File: src/rtl/rtc_pkg.sv
package rtc_pkg;
  localparam int ADDR_W   = 8;
  localparam int DATA_W   = 32;
  localparam int N_STAGED = 8;

  localparam logic [ADDR_W-1:0] A_CTRL     = 8'h00;
  localparam logic [ADDR_W-1:0] A_CTRL_SET = 8'h04;
  localparam logic [ADDR_W-1:0] A_CTRL_CLR = 8'h08;
  localparam logic [ADDR_W-1:0] A_STAT     = 8'h10;
  localparam logic [ADDR_W-1:0] A_SEC      = 8'h30;
  localparam logic [ADDR_W-1:0] A_ALM      = 8'h40;
  localparam logic [ADDR_W-1:0] A_WDOG     = 8'h50;
  localparam logic [ADDR_W-1:0] A_P0       = 8'h60;
  localparam logic [ADDR_W-1:0] A_P0_SET   = 8'h64;
  localparam logic [ADDR_W-1:0] A_P0_CLR   = 8'h68;
  localparam logic [ADDR_W-1:0] A_P1       = 8'h70;
  localparam logic [ADDR_W-1:0] A_P2       = 8'h80;
  localparam logic [ADDR_W-1:0] A_P3       = 8'h90;
  localparam logic [ADDR_W-1:0] A_P4       = 8'hA0;
  localparam logic [ADDR_W-1:0] A_P5       = 8'hB0;

  // commit priority order: lower index commits first
  localparam int IDX_P0  = 0;
  localparam int IDX_P1  = 1;
  localparam int IDX_ALM = 6;
  localparam int IDX_SEC = 7;

  localparam int CB_ALM_IE = 0;
  localparam int CB_MS_IE  = 1;
  localparam int CB_ALM_ST = 2;
  localparam int CB_WD_EN  = 4;

  localparam int PB_WAKE_EN = 1;
  localparam int PB_ALM_EN  = 2;
  localparam int PB_WAKE    = 7;
  localparam int PB_FORCE   = 31;

  localparam int STALE_LSB   = 16;
  localparam int PRESENT_BIT = 31;

  localparam logic [DATA_W-1:0] CTRL_SW_M =
    (DATA_W'(1) << CB_ALM_IE) | (DATA_W'(1) << CB_MS_IE) | (DATA_W'(1) << CB_WD_EN);
  localparam logic [DATA_W-1:0] CTRL_ALL_M = CTRL_SW_M | (DATA_W'(1) << CB_ALM_ST);
  localparam logic [DATA_W-1:0] WAKE_M     = DATA_W'(1) << PB_WAKE;
endpackage

File: src/rtl/rtc_commit_seq.sv
module rtc_commit_seq #(
  parameter int N             = 8,
  parameter int COMMIT_CYCLES = 8
) (
  input  logic         clk,
  input  logic         rst,
  input  logic [N-1:0] stale,
  input  logic         fast,
  output logic [N-1:0] commit_oh
);
  localparam int CNT_W = (COMMIT_CYCLES > 1) ? $clog2(COMMIT_CYCLES) : 1;
  localparam logic [CNT_W-1:0] CNT_LAST = CNT_W'(COMMIT_CYCLES - 1);

  logic [CNT_W-1:0] cnt_q;
  logic             any_stale;
  logic             fire;
  logic [N-1:0]     lowest;

  assign any_stale = |stale;
  // isolate the lowest set bit: highest priority pending register
  assign lowest    = stale & (~stale + N'(1));
  assign fire      = any_stale && (fast || (cnt_q == CNT_LAST));
  assign commit_oh = fire ? lowest : '0;

  always_ff @(posedge clk) begin
    if (rst || fire || !any_stale) cnt_q <= '0;
    else                           cnt_q <= cnt_q + CNT_W'(1);
  end

  AST_ONE_COMMIT: assert property (@(posedge clk) disable iff (rst) $onehot0(commit_oh));
  AST_CNT_BOUND: assert property (@(posedge clk) disable iff (rst) cnt_q <= CNT_LAST);
  AST_FAST_COMMIT: assert property (@(posedge clk) disable iff (rst) (fast && any_stale) |-> (|commit_oh));
endmodule

File: src/rtl/rtc_seconds.sv
module rtc_seconds #(
  parameter int W        = 32,
  parameter int TICK_DIV = 64
) (
  input  logic         clk,
  input  logic         rst,
  input  logic         load,
  input  logic [W-1:0] load_val,
  output logic [W-1:0] sec
);
  localparam int TW = (TICK_DIV > 1) ? $clog2(TICK_DIV) : 1;
  localparam logic [TW-1:0] T_LAST = TW'(TICK_DIV - 1);

  logic [TW-1:0] tick_q;
  logic          wrap;

  assign wrap = (tick_q == T_LAST);

  always_ff @(posedge clk) begin
    if (rst || wrap) tick_q <= '0;
    else             tick_q <= tick_q + TW'(1);
  end

  always_ff @(posedge clk) begin
    if (rst)       sec <= '0;
    else if (load) sec <= load_val;
    else if (wrap) sec <= sec + W'(1);
  end

  AST_SEC_STEP: assert property (@(posedge clk) disable iff (rst) (wrap && !load) |=> (sec == $past(sec) + W'(1)));
  AST_SEC_LOAD: assert property (@(posedge clk) disable iff (rst) load |=> (sec == $past(load_val)));
endmodule

File: src/rtl/rtc_staged.sv
module rtc_staged
  import rtc_pkg::*;
#(
  parameter int COMMIT_CYCLES = 8,
  parameter int TICK_DIV      = 64
) (
  input  logic              clk,
  input  logic              rst,
  input  logic              bus_wr,
  input  logic              bus_rd,
  input  logic [ADDR_W-1:0] bus_addr,
  input  logic [DATA_W-1:0] bus_wdata,
  output logic [DATA_W-1:0] bus_rdata,
  output logic              irq_alarm
);
  logic [DATA_W-1:0]   ctrl_q, ctrl_d, wdog_q, sec_q, stat_word;
  logic [DATA_W-1:0]   pend_q [N_STAGED];
  logic [DATA_W-1:0]   keep_q [N_STAGED-1];
  logic [N_STAGED-1:0] stale_q, stale_d, wr_oh, commit_oh;
  logic [DATA_W-1:0]   p0_base, p0_wdata;
  logic ctrl_wr, ctrl_set_wr, ctrl_clr_wr, p0_set_wr, p0_clr_wr, wdog_wr;
  logic match, wake_set, wake_q, wclr_q, irq_q;

  // address decode
  always_comb begin
    wr_oh       = '0;
    ctrl_wr     = 1'b0;
    ctrl_set_wr = 1'b0;
    ctrl_clr_wr = 1'b0;
    p0_set_wr   = 1'b0;
    p0_clr_wr   = 1'b0;
    wdog_wr     = 1'b0;
    if (bus_wr) begin
      case (bus_addr)
        A_CTRL:     ctrl_wr     = 1'b1;
        A_CTRL_SET: ctrl_set_wr = 1'b1;
        A_CTRL_CLR: ctrl_clr_wr = 1'b1;
        A_WDOG:     wdog_wr     = 1'b1;
        A_P0:       wr_oh[IDX_P0] = 1'b1;
        A_P0_SET: begin wr_oh[IDX_P0] = 1'b1; p0_set_wr = 1'b1; end
        A_P0_CLR: begin wr_oh[IDX_P0] = 1'b1; p0_clr_wr = 1'b1; end
        A_P1:       wr_oh[IDX_P1]  = 1'b1;
        A_P2:       wr_oh[2]       = 1'b1;
        A_P3:       wr_oh[3]       = 1'b1;
        A_P4:       wr_oh[4]       = 1'b1;
        A_P5:       wr_oh[5]       = 1'b1;
        A_ALM:      wr_oh[IDX_ALM] = 1'b1;
        A_SEC:      wr_oh[IDX_SEC] = 1'b1;
        default: ;
      endcase
    end
  end

  // persistent0 alias merge; the wake flag is hardware-owned and never staged
  assign p0_base  = (stale_q[IDX_P0] ? pend_q[IDX_P0] : keep_q[IDX_P0]) & ~WAKE_M;
  assign p0_wdata = p0_set_wr ? ((p0_base | bus_wdata) & ~WAKE_M) :
                    p0_clr_wr ? (p0_base & ~bus_wdata) :
                                (bus_wdata & ~WAKE_M);

  always_ff @(posedge clk) begin
    for (int i = 0; i < N_STAGED; i++) begin
      if (rst)           pend_q[i] <= '0;
      else if (wr_oh[i]) pend_q[i] <= (i == IDX_P0) ? p0_wdata : bus_wdata;
    end
  end

  assign stale_d = (stale_q & ~commit_oh) | wr_oh;

  always_ff @(posedge clk) begin
    if (rst) stale_q <= '0;
    else     stale_q <= stale_d;
  end

  rtc_commit_seq #(
    .N             (N_STAGED),
    .COMMIT_CYCLES (COMMIT_CYCLES)
  ) u_seq (
    .clk       (clk),
    .rst       (rst),
    .stale     (stale_q),
    .fast      (keep_q[IDX_P1][PB_FORCE]),
    .commit_oh (commit_oh)
  );

  always_ff @(posedge clk) begin
    for (int i = 0; i < N_STAGED - 1; i++) begin
      if (rst)               keep_q[i] <= '0;
      else if (commit_oh[i]) keep_q[i] <= pend_q[i];
    end
  end

  rtc_seconds #(
    .W        (DATA_W),
    .TICK_DIV (TICK_DIV)
  ) u_sec (
    .clk      (clk),
    .rst      (rst),
    .load     (commit_oh[IDX_SEC]),
    .load_val (pend_q[IDX_SEC]),
    .sec      (sec_q)
  );

  // alarm compare on committed values only
  assign match    = (sec_q == keep_q[IDX_ALM]) && keep_q[IDX_P0][PB_ALM_EN];
  assign wake_set = match && keep_q[IDX_P0][PB_WAKE_EN];

  always_ff @(posedge clk) begin
    if (rst) begin
      wake_q <= 1'b0;
      wclr_q <= 1'b0;
    end else begin
      wake_q <= (wake_q & ~(commit_oh[IDX_P0] & wclr_q)) | wake_set;
      if (p0_clr_wr && bus_wdata[PB_WAKE]) wclr_q <= 1'b1;
      else if (commit_oh[IDX_P0])          wclr_q <= 1'b0;
    end
  end

  always_ff @(posedge clk) begin
    if (rst)          wdog_q <= '0;
    else if (wdog_wr) wdog_q <= bus_wdata;
  end

  // control: hardware set of alarm status outranks a software clear
  always_comb begin
    ctrl_d = ctrl_q;
    if (ctrl_wr)     ctrl_d = (ctrl_q & ~CTRL_SW_M) | (bus_wdata & CTRL_SW_M);
    if (ctrl_set_wr) ctrl_d = ctrl_q | (bus_wdata & CTRL_SW_M);
    if (ctrl_clr_wr) ctrl_d = ctrl_q & ~(bus_wdata & CTRL_ALL_M);
    if (match)       ctrl_d[CB_ALM_ST] = 1'b1;
  end

  always_ff @(posedge clk) begin
    if (rst) begin
      ctrl_q <= '0;
      irq_q  <= 1'b0;
    end else begin
      ctrl_q <= ctrl_d;
      irq_q  <= ctrl_d[CB_ALM_ST] & ctrl_d[CB_ALM_IE];
    end
  end

  assign irq_alarm = irq_q;

  always_comb begin
    stat_word = '0;
    stat_word[STALE_LSB +: N_STAGED] = stale_q;
    stat_word[PRESENT_BIT] = 1'b1;
  end

  always_ff @(posedge clk) begin
    if (rst) bus_rdata <= '0;
    else if (bus_rd) begin
      case (bus_addr)
        A_CTRL, A_CTRL_SET, A_CTRL_CLR: bus_rdata <= ctrl_q;
        A_STAT:                         bus_rdata <= stat_word;
        A_SEC:                          bus_rdata <= sec_q;
        A_ALM:                          bus_rdata <= keep_q[IDX_ALM];
        A_WDOG:                         bus_rdata <= wdog_q;
        A_P0, A_P0_SET, A_P0_CLR:       bus_rdata <= keep_q[IDX_P0] | (wake_q ? WAKE_M : '0);
        A_P1:                           bus_rdata <= keep_q[IDX_P1];
        A_P2:                           bus_rdata <= keep_q[2];
        A_P3:                           bus_rdata <= keep_q[3];
        A_P4:                           bus_rdata <= keep_q[4];
        A_P5:                           bus_rdata <= keep_q[5];
        default:                        bus_rdata <= '0;
      endcase
    end
  end

  AST_STALE_ON_WRITE: assert property (@(posedge clk) disable iff (rst) (|wr_oh) |=> ((stale_q & $past(wr_oh)) == $past(wr_oh)));
  AST_COMMIT_CLEARS: assert property (@(posedge clk) disable iff (rst) (|(commit_oh & ~wr_oh)) |=> ((stale_q & $past(commit_oh & ~wr_oh)) == '0));
  AST_ALARM_STATUS: assert property (@(posedge clk) disable iff (rst) match |=> ctrl_q[CB_ALM_ST]);
  AST_IRQ_GATED: assert property (@(posedge clk) disable iff (rst) irq_alarm |-> (ctrl_q[CB_ALM_ST] && ctrl_q[CB_ALM_IE]));
  AST_PRESENT: assert property (@(posedge clk) disable iff (rst) (bus_rd && bus_addr == A_STAT) |=> bus_rdata[PRESENT_BIT]);
endmodule

File: config.mk
export PLATFORM = sky130hd
export DESIGN_NAME = rtc_staged
export DESIGN_NICKNAME = d
export VERILOG_FILES = /design/src/rtl/rtc_pkg.sv /design/src/rtl/rtc_commit_seq.sv /design/src/rtl/rtc_seconds.sv /design/src/rtl/rtc_staged.sv
export SDC_FILE = /design/constraint.sdc
export NUM_CORES = 1
export LEC_CHECK = 0
export BUFFER_PORTS_ARGS = -buffer_cell sky130_fd_sc_hd__buf_4
export CORE_MARGIN = 1
export CORE_UTILIZATION = 45
export CTS_BUF_LIST = sky130_fd_sc_hd__clkbuf_4
export CTS_CLUSTER_SIZE = 30
export DETAILED_ROUTE_END_ITERATION = 10
export SLEW_MARGIN = 20
export SYNTH_ARGS = -nofsm -noshare
export SYNTH_HDL_FRONTEND = slang
export SYNTH_SLANG_ARGS = --single-unit
File: constraint.sdc
create_clock -name clk -period 6.9 [get_ports clk]
set_input_delay 1.035 -clock clk [delete_from_list [all_inputs] [get_ports clk]]
set_output_delay 1.035 -clock clk [all_outputs]
set_load 0.01 [all_outputs]
Word-level counts from Yosys, hierarchy flattened
Memory sizes are Yosys's and may differ from the RTL's. Index checks and enable logic that the tools add are counted. W data, S select, Z words.

Reductions and logical operators: 16. Bitwise operators: 33. Eq/ne operators: 17. $add $sub $neg: 4. Muxes and demuxes: 97.

Operator list (number): $mux W32 (23); $pmux W32 S11 (1); $mux W1 (70); $and A32 B32 Y32 (2); $or A32 B5 Y32 (2); $eq A8 B7 Y1 const B (6); $add A32 B1 Y32 const B (1); $eq A32 B32 Y1 (1); $eq A8 B8 Y1 const B (4); $not A32 Y32 (1); $not A5 Y32 (1); $or A32 B32 Y32 (1); $or A32 B8 Y32 (1); $mux W8 (3); $and A8 B8 Y8 (2); $not A8 Y8 (2); $or A1 B1 Y1 (16); $add A8 B1 Y8 const B (1); $eq A8 B3 Y1 const B (1); $eq A8 B4 Y1 const B (1); $eq A8 B5 Y1 const B (1); $eq A8 B6 Y1 const B (1); $logic_not A8 Y1 (1); $or A8 B8 Y8 (1); 13 further kinds (23).

Bits of input ports: 44. Output and inout bits: 33. RAM bits: 480. Memories: 2. Logic and storage cells: 180. Bits in registers: 148.

Memories: pend_q (depth 8, bits a word 32, rd ports 8, clocked after memory_dff 0, wr ports 8, RTL line rtc_staged.sv:17) `logic [DATA_W-1:0] pend_q [N_STAGED];`; keep_q (depth 7, bits a word 32, rd ports 7, clocked after memory_dff 0, wr ports 7, RTL line rtc_staged.sv:18) `logic [DATA_W-1:0] keep_q [N_STAGED-1];`.

Depth between registers and ports, before layout
Word-level depth: 8. Depth in mapped cells: 9. Mapped depth without buffers: 7.

By module
Synthesis repeated with hierarchy kept, for this count alone.

Cells, all modules: 2198. Area, all modules: 26444.1 µm².

Modules (own cells, without submodules): rtc_staged (cells each 1926, seq. area each 15935.3 µm², area an instance 24156.9 µm², times used 1); rtc_seconds (cells each 244, seq. area each 760.7 µm², area an instance 2034.5 µm², times used 1); rtc_commit_seq (cells each 28, seq. area each 60.1 µm², area an instance 252.7 µm², times used 1).

Least setup slack after synthesis
OpenSTA, ideal clock, no wires.

Path kind: input port to flip-flop. Start point: input port bus_addr[3]. End point: memory pend_q[3][4] (netlist: pend_q[0][100]), enable pin. Setup slack: 1.748 ns. Data arrival time: 4.686 ns. Library setup time: 0.466 ns. Cell stages on the path: 8. Path through: buf_2 or4_1 buf_4 buf_6 nor2_8 buf_4 nand2_1 o21ai_0.

RTL lines: start: declaration (RTL line rtc_staged.sv:11) `input logic [ADDR_W-1:0] bus_addr,`; end: declaration (RTL line rtc_staged.sv:17).

==> results.tsv <==
metric	value	unit
ys_warn_count	0	
worst_slew_pin_slew	1.144	ns
startpoint	bus_addr[5]	
worstReg2RegEnd	keep_q[6][6]	
yosysUniqueCellTypes	79	
ir_drop	0.1557	mV
grt_util_all_layers	29.49	%
cap_violations	0	
async_flop_share	0	%
cts_root_buf	clkbuf_4	
fill_cells	5061	
rrSetupSlack	4.04	ns
wl_per_cell	27.82	um
hold_viol	0	
p_leak	11.25	nW
synth_seq_cells	598	
synth_ff_type	edfxtp_1	
cts_setup_buffers	0	
cts-resized-gates	0	
cts_sinks	598	
most-common-layout-cells	478 x edfxtp_1, 265 x clkbuf_4, 262 x and2_1, 200 x and3_1, 153 x nand2_1	
die_w	244.8	um
fmax	285.8	MHz
cts_buffers	161	
path_cells	buf_4 > buf_4 > inv_1 > nor4_1 > and2_1 > a22oi_1 > nor2_1	
rr_startpoint	stale_q[2]	
wirelength	87.79	mm
fin_worst_skew	0.07282	ns
drv_slew	0	
setup_violations	0	
port_buffers	76	
hold_buffers	0	
r2r_cells	7	
max_slew_margin	23.76	%
core_area	58030	sq um
outcome	completed	
powerDensity	264.1	nW/um^2
antenna_found_initial	11	
slowest_stage	and2_1	
dieArea	59940	sq um
synth_area	26530	sq um
antenna_left	0	
drive_above_1_share	20.68	%
clock_latency	1.07	ns
crit_path_end_kind	register	
path_max_fanout	41	
fp.dieH	244.8	um
period_share	50.72	%
grt-ovfl-total	0	
critPathMostFrequentCell	buf_4	
avgSynthCellArea	12.31	sq um
htree_levels	4	
drt_iter0_markers	2379	
cpPeakStageDelay	0.89	ns
clkTransAtPathRegs	0.07	ns
critPathKind	primary input to register	
fin_ws	3.401	ns
finalSetupTns	0	ns
via_per_inst	6.039	
critPathCapture	pend_q[0][23]	
area_growth	13.09	%
grt_pass1_vias	18130	
finalCriticalPeriod	3.499	ns
clockBufferDepth	3	
grt_max_degree	99	
cts_tree	yes	
initial_utilization	45.73	%
cp-start-kind	primary input	
io_pins	77	
gp_congestion	0.9693	
drtPass1Iterations	6	
num_rows	88	
synth-edff-count	478	
synth_nets	2204	
final_nets	2300	
drc	0	
arrival	4.35	ns
ys_seq_area_share	63.15	%
final_common_cell	edfxtp_1	
hp-class	primary input to register	
grt_first_pass_wirelength	126.1	mm
grt_setup_unrepaired	false	
netlist_instances	2156	
crit_required	7.75	ns
dpl_worst_slack	2.478	ns
dp_hpwl	55.68	mm
num_vias	19050	
-- where the power goes --
part | total, mW | switching, mW | internal [mW]
registers | 4.07 | 0.0588 | 4.01
logic | 0.342 | 0.265 | 0.0776
clock network | 3.51 | 1.56 | 1.96
-- worst min-delay path by stage --
stage                   startpoint        endpoint  slack, ns  cells after the start
floorplan           u_seq.cnt_q[0]  u_seq.cnt_q[0]       0.41                      1
global placement    u_seq.cnt_q[0]  u_seq.cnt_q[0]       0.41                      1
detailed placement  u_seq.cnt_q[0]  u_seq.cnt_q[0]       0.43                      1
CTS                   bus_wdata[7]       wdog_q[7]       0.25                      3
global route          bus_wdata[7]       wdog_q[7]       0.26                      3
finish                bus_wdata[7]       wdog_q[7]       0.32                      3
-- final cells by class --
cell class                      count  area (sq um)  share of cell area, %
Sequential cell                   598         16760                  55.86
Tap cell                          765         957.2                  3.190
Clock inverter                     30         301.5                  1.005
Antenna cell                        6         15.01                0.05004
Multi-Input combinational cell   1366          9041                  30.13
Clock buffer                      265          1989                  6.630
Inverter                           12         45.04                 0.1501
Timing Repair Buffer              113         895.9                  2.986
-- worst max-delay path, delay by kind of cell --
family	cells	cell delay [ns]
AOI/OAI and AO/OA	1	0.16
buffers and inverters	3	1.31
and+or+nand+nor	3	1.79
-- kinds of logic (layout without fill, tap and decap cells) --
kind of cell             after synthesis  count (layout)  synth area share (%)
buffers and inverters                192             420                 3.334
AO/OA/AOI/OAI                        316             316                 8.493
multiplexers                          73              73                 3.277
other                                  0               6                     0
XOR/XNOR                              68              68                 2.245
AND/OR/NAND/NOR                      905             905                 19.31
adder cells (fa/ha/maj)                4               4                0.1886
flip-flops                           598             598                 63.15
-- flip-flops by register name, indices dropped and copies added (netlist names) --
| name | flops |
|---|---|
| pend_q | 255 |
| keep_q | 223 |
| bus_rdata | 32 |
| u_sec.sec | 32 |
| wdog_q | 32 |
| stale_q | 8 |
| u_sec.tick_q | 6 |
| ctrl_q | 4 |
| u_seq.cnt_q | 3 |
| irq_alarm | 1 |
| wake_q | 1 |
| wclr_q | 1 |
-- synth_stat cells, drive strengths merged (9+ instances only) --
cell     count  area (sq um)
edfxtp     478         14350
and2       262          1639
and3       202          1265
nand2      163         614.3
clkbuf     133         540.5
dfxtp      120          2402
nor2       101         412.9
a21oi       61         305.3
a22oi       56         420.4
buf         46         289.0
mux2i       43         430.4
xnor2       43         376.6
a211oi      38         290.3
nor3        37         240.2
o21ai       36         183.9
nor4        34         256.5
nand3       27         140.1
nand4       26         175.2
xor2        25         219.0
mux2        21         236.5
a221oi      18         157.7
a22o        15         131.4
inv         12         45.04
nor2b       11         68.82
o2bb2ai     11         96.34
or3         11         68.82
mux4         9         202.7
o22ai        9         56.30
-- metrics by stage --
stage	instance area, sq um	instances	util (%)	power (mW)	hold slack, ns
floorplan	26530	2156	-	4.274	0.4070
global placement	27630	2851	47.61	4.467	0.4150
detailed placement	27700	2854	47.74	4.478	0.4284
CTS	29990	3149	51.68	7.967	0.2545
global route	30000	3154	51.71	8.183	0.2631
finish	30010	3155	51.71	7.923	0.3150
-- metal layers --
layer / wire length (um) / GRT usage (%) / up-vias
li1: - / - / 8282
met1: 36410 / 41.74 / 9417
met2: 38520 / 43.00 / 1141
met3: 9512 / 6.866 / 211
met4: 3335 / 13.25 / 2
met5: 14 / 0 / -
Note: power is estimated with default switching activity, not from simulation.
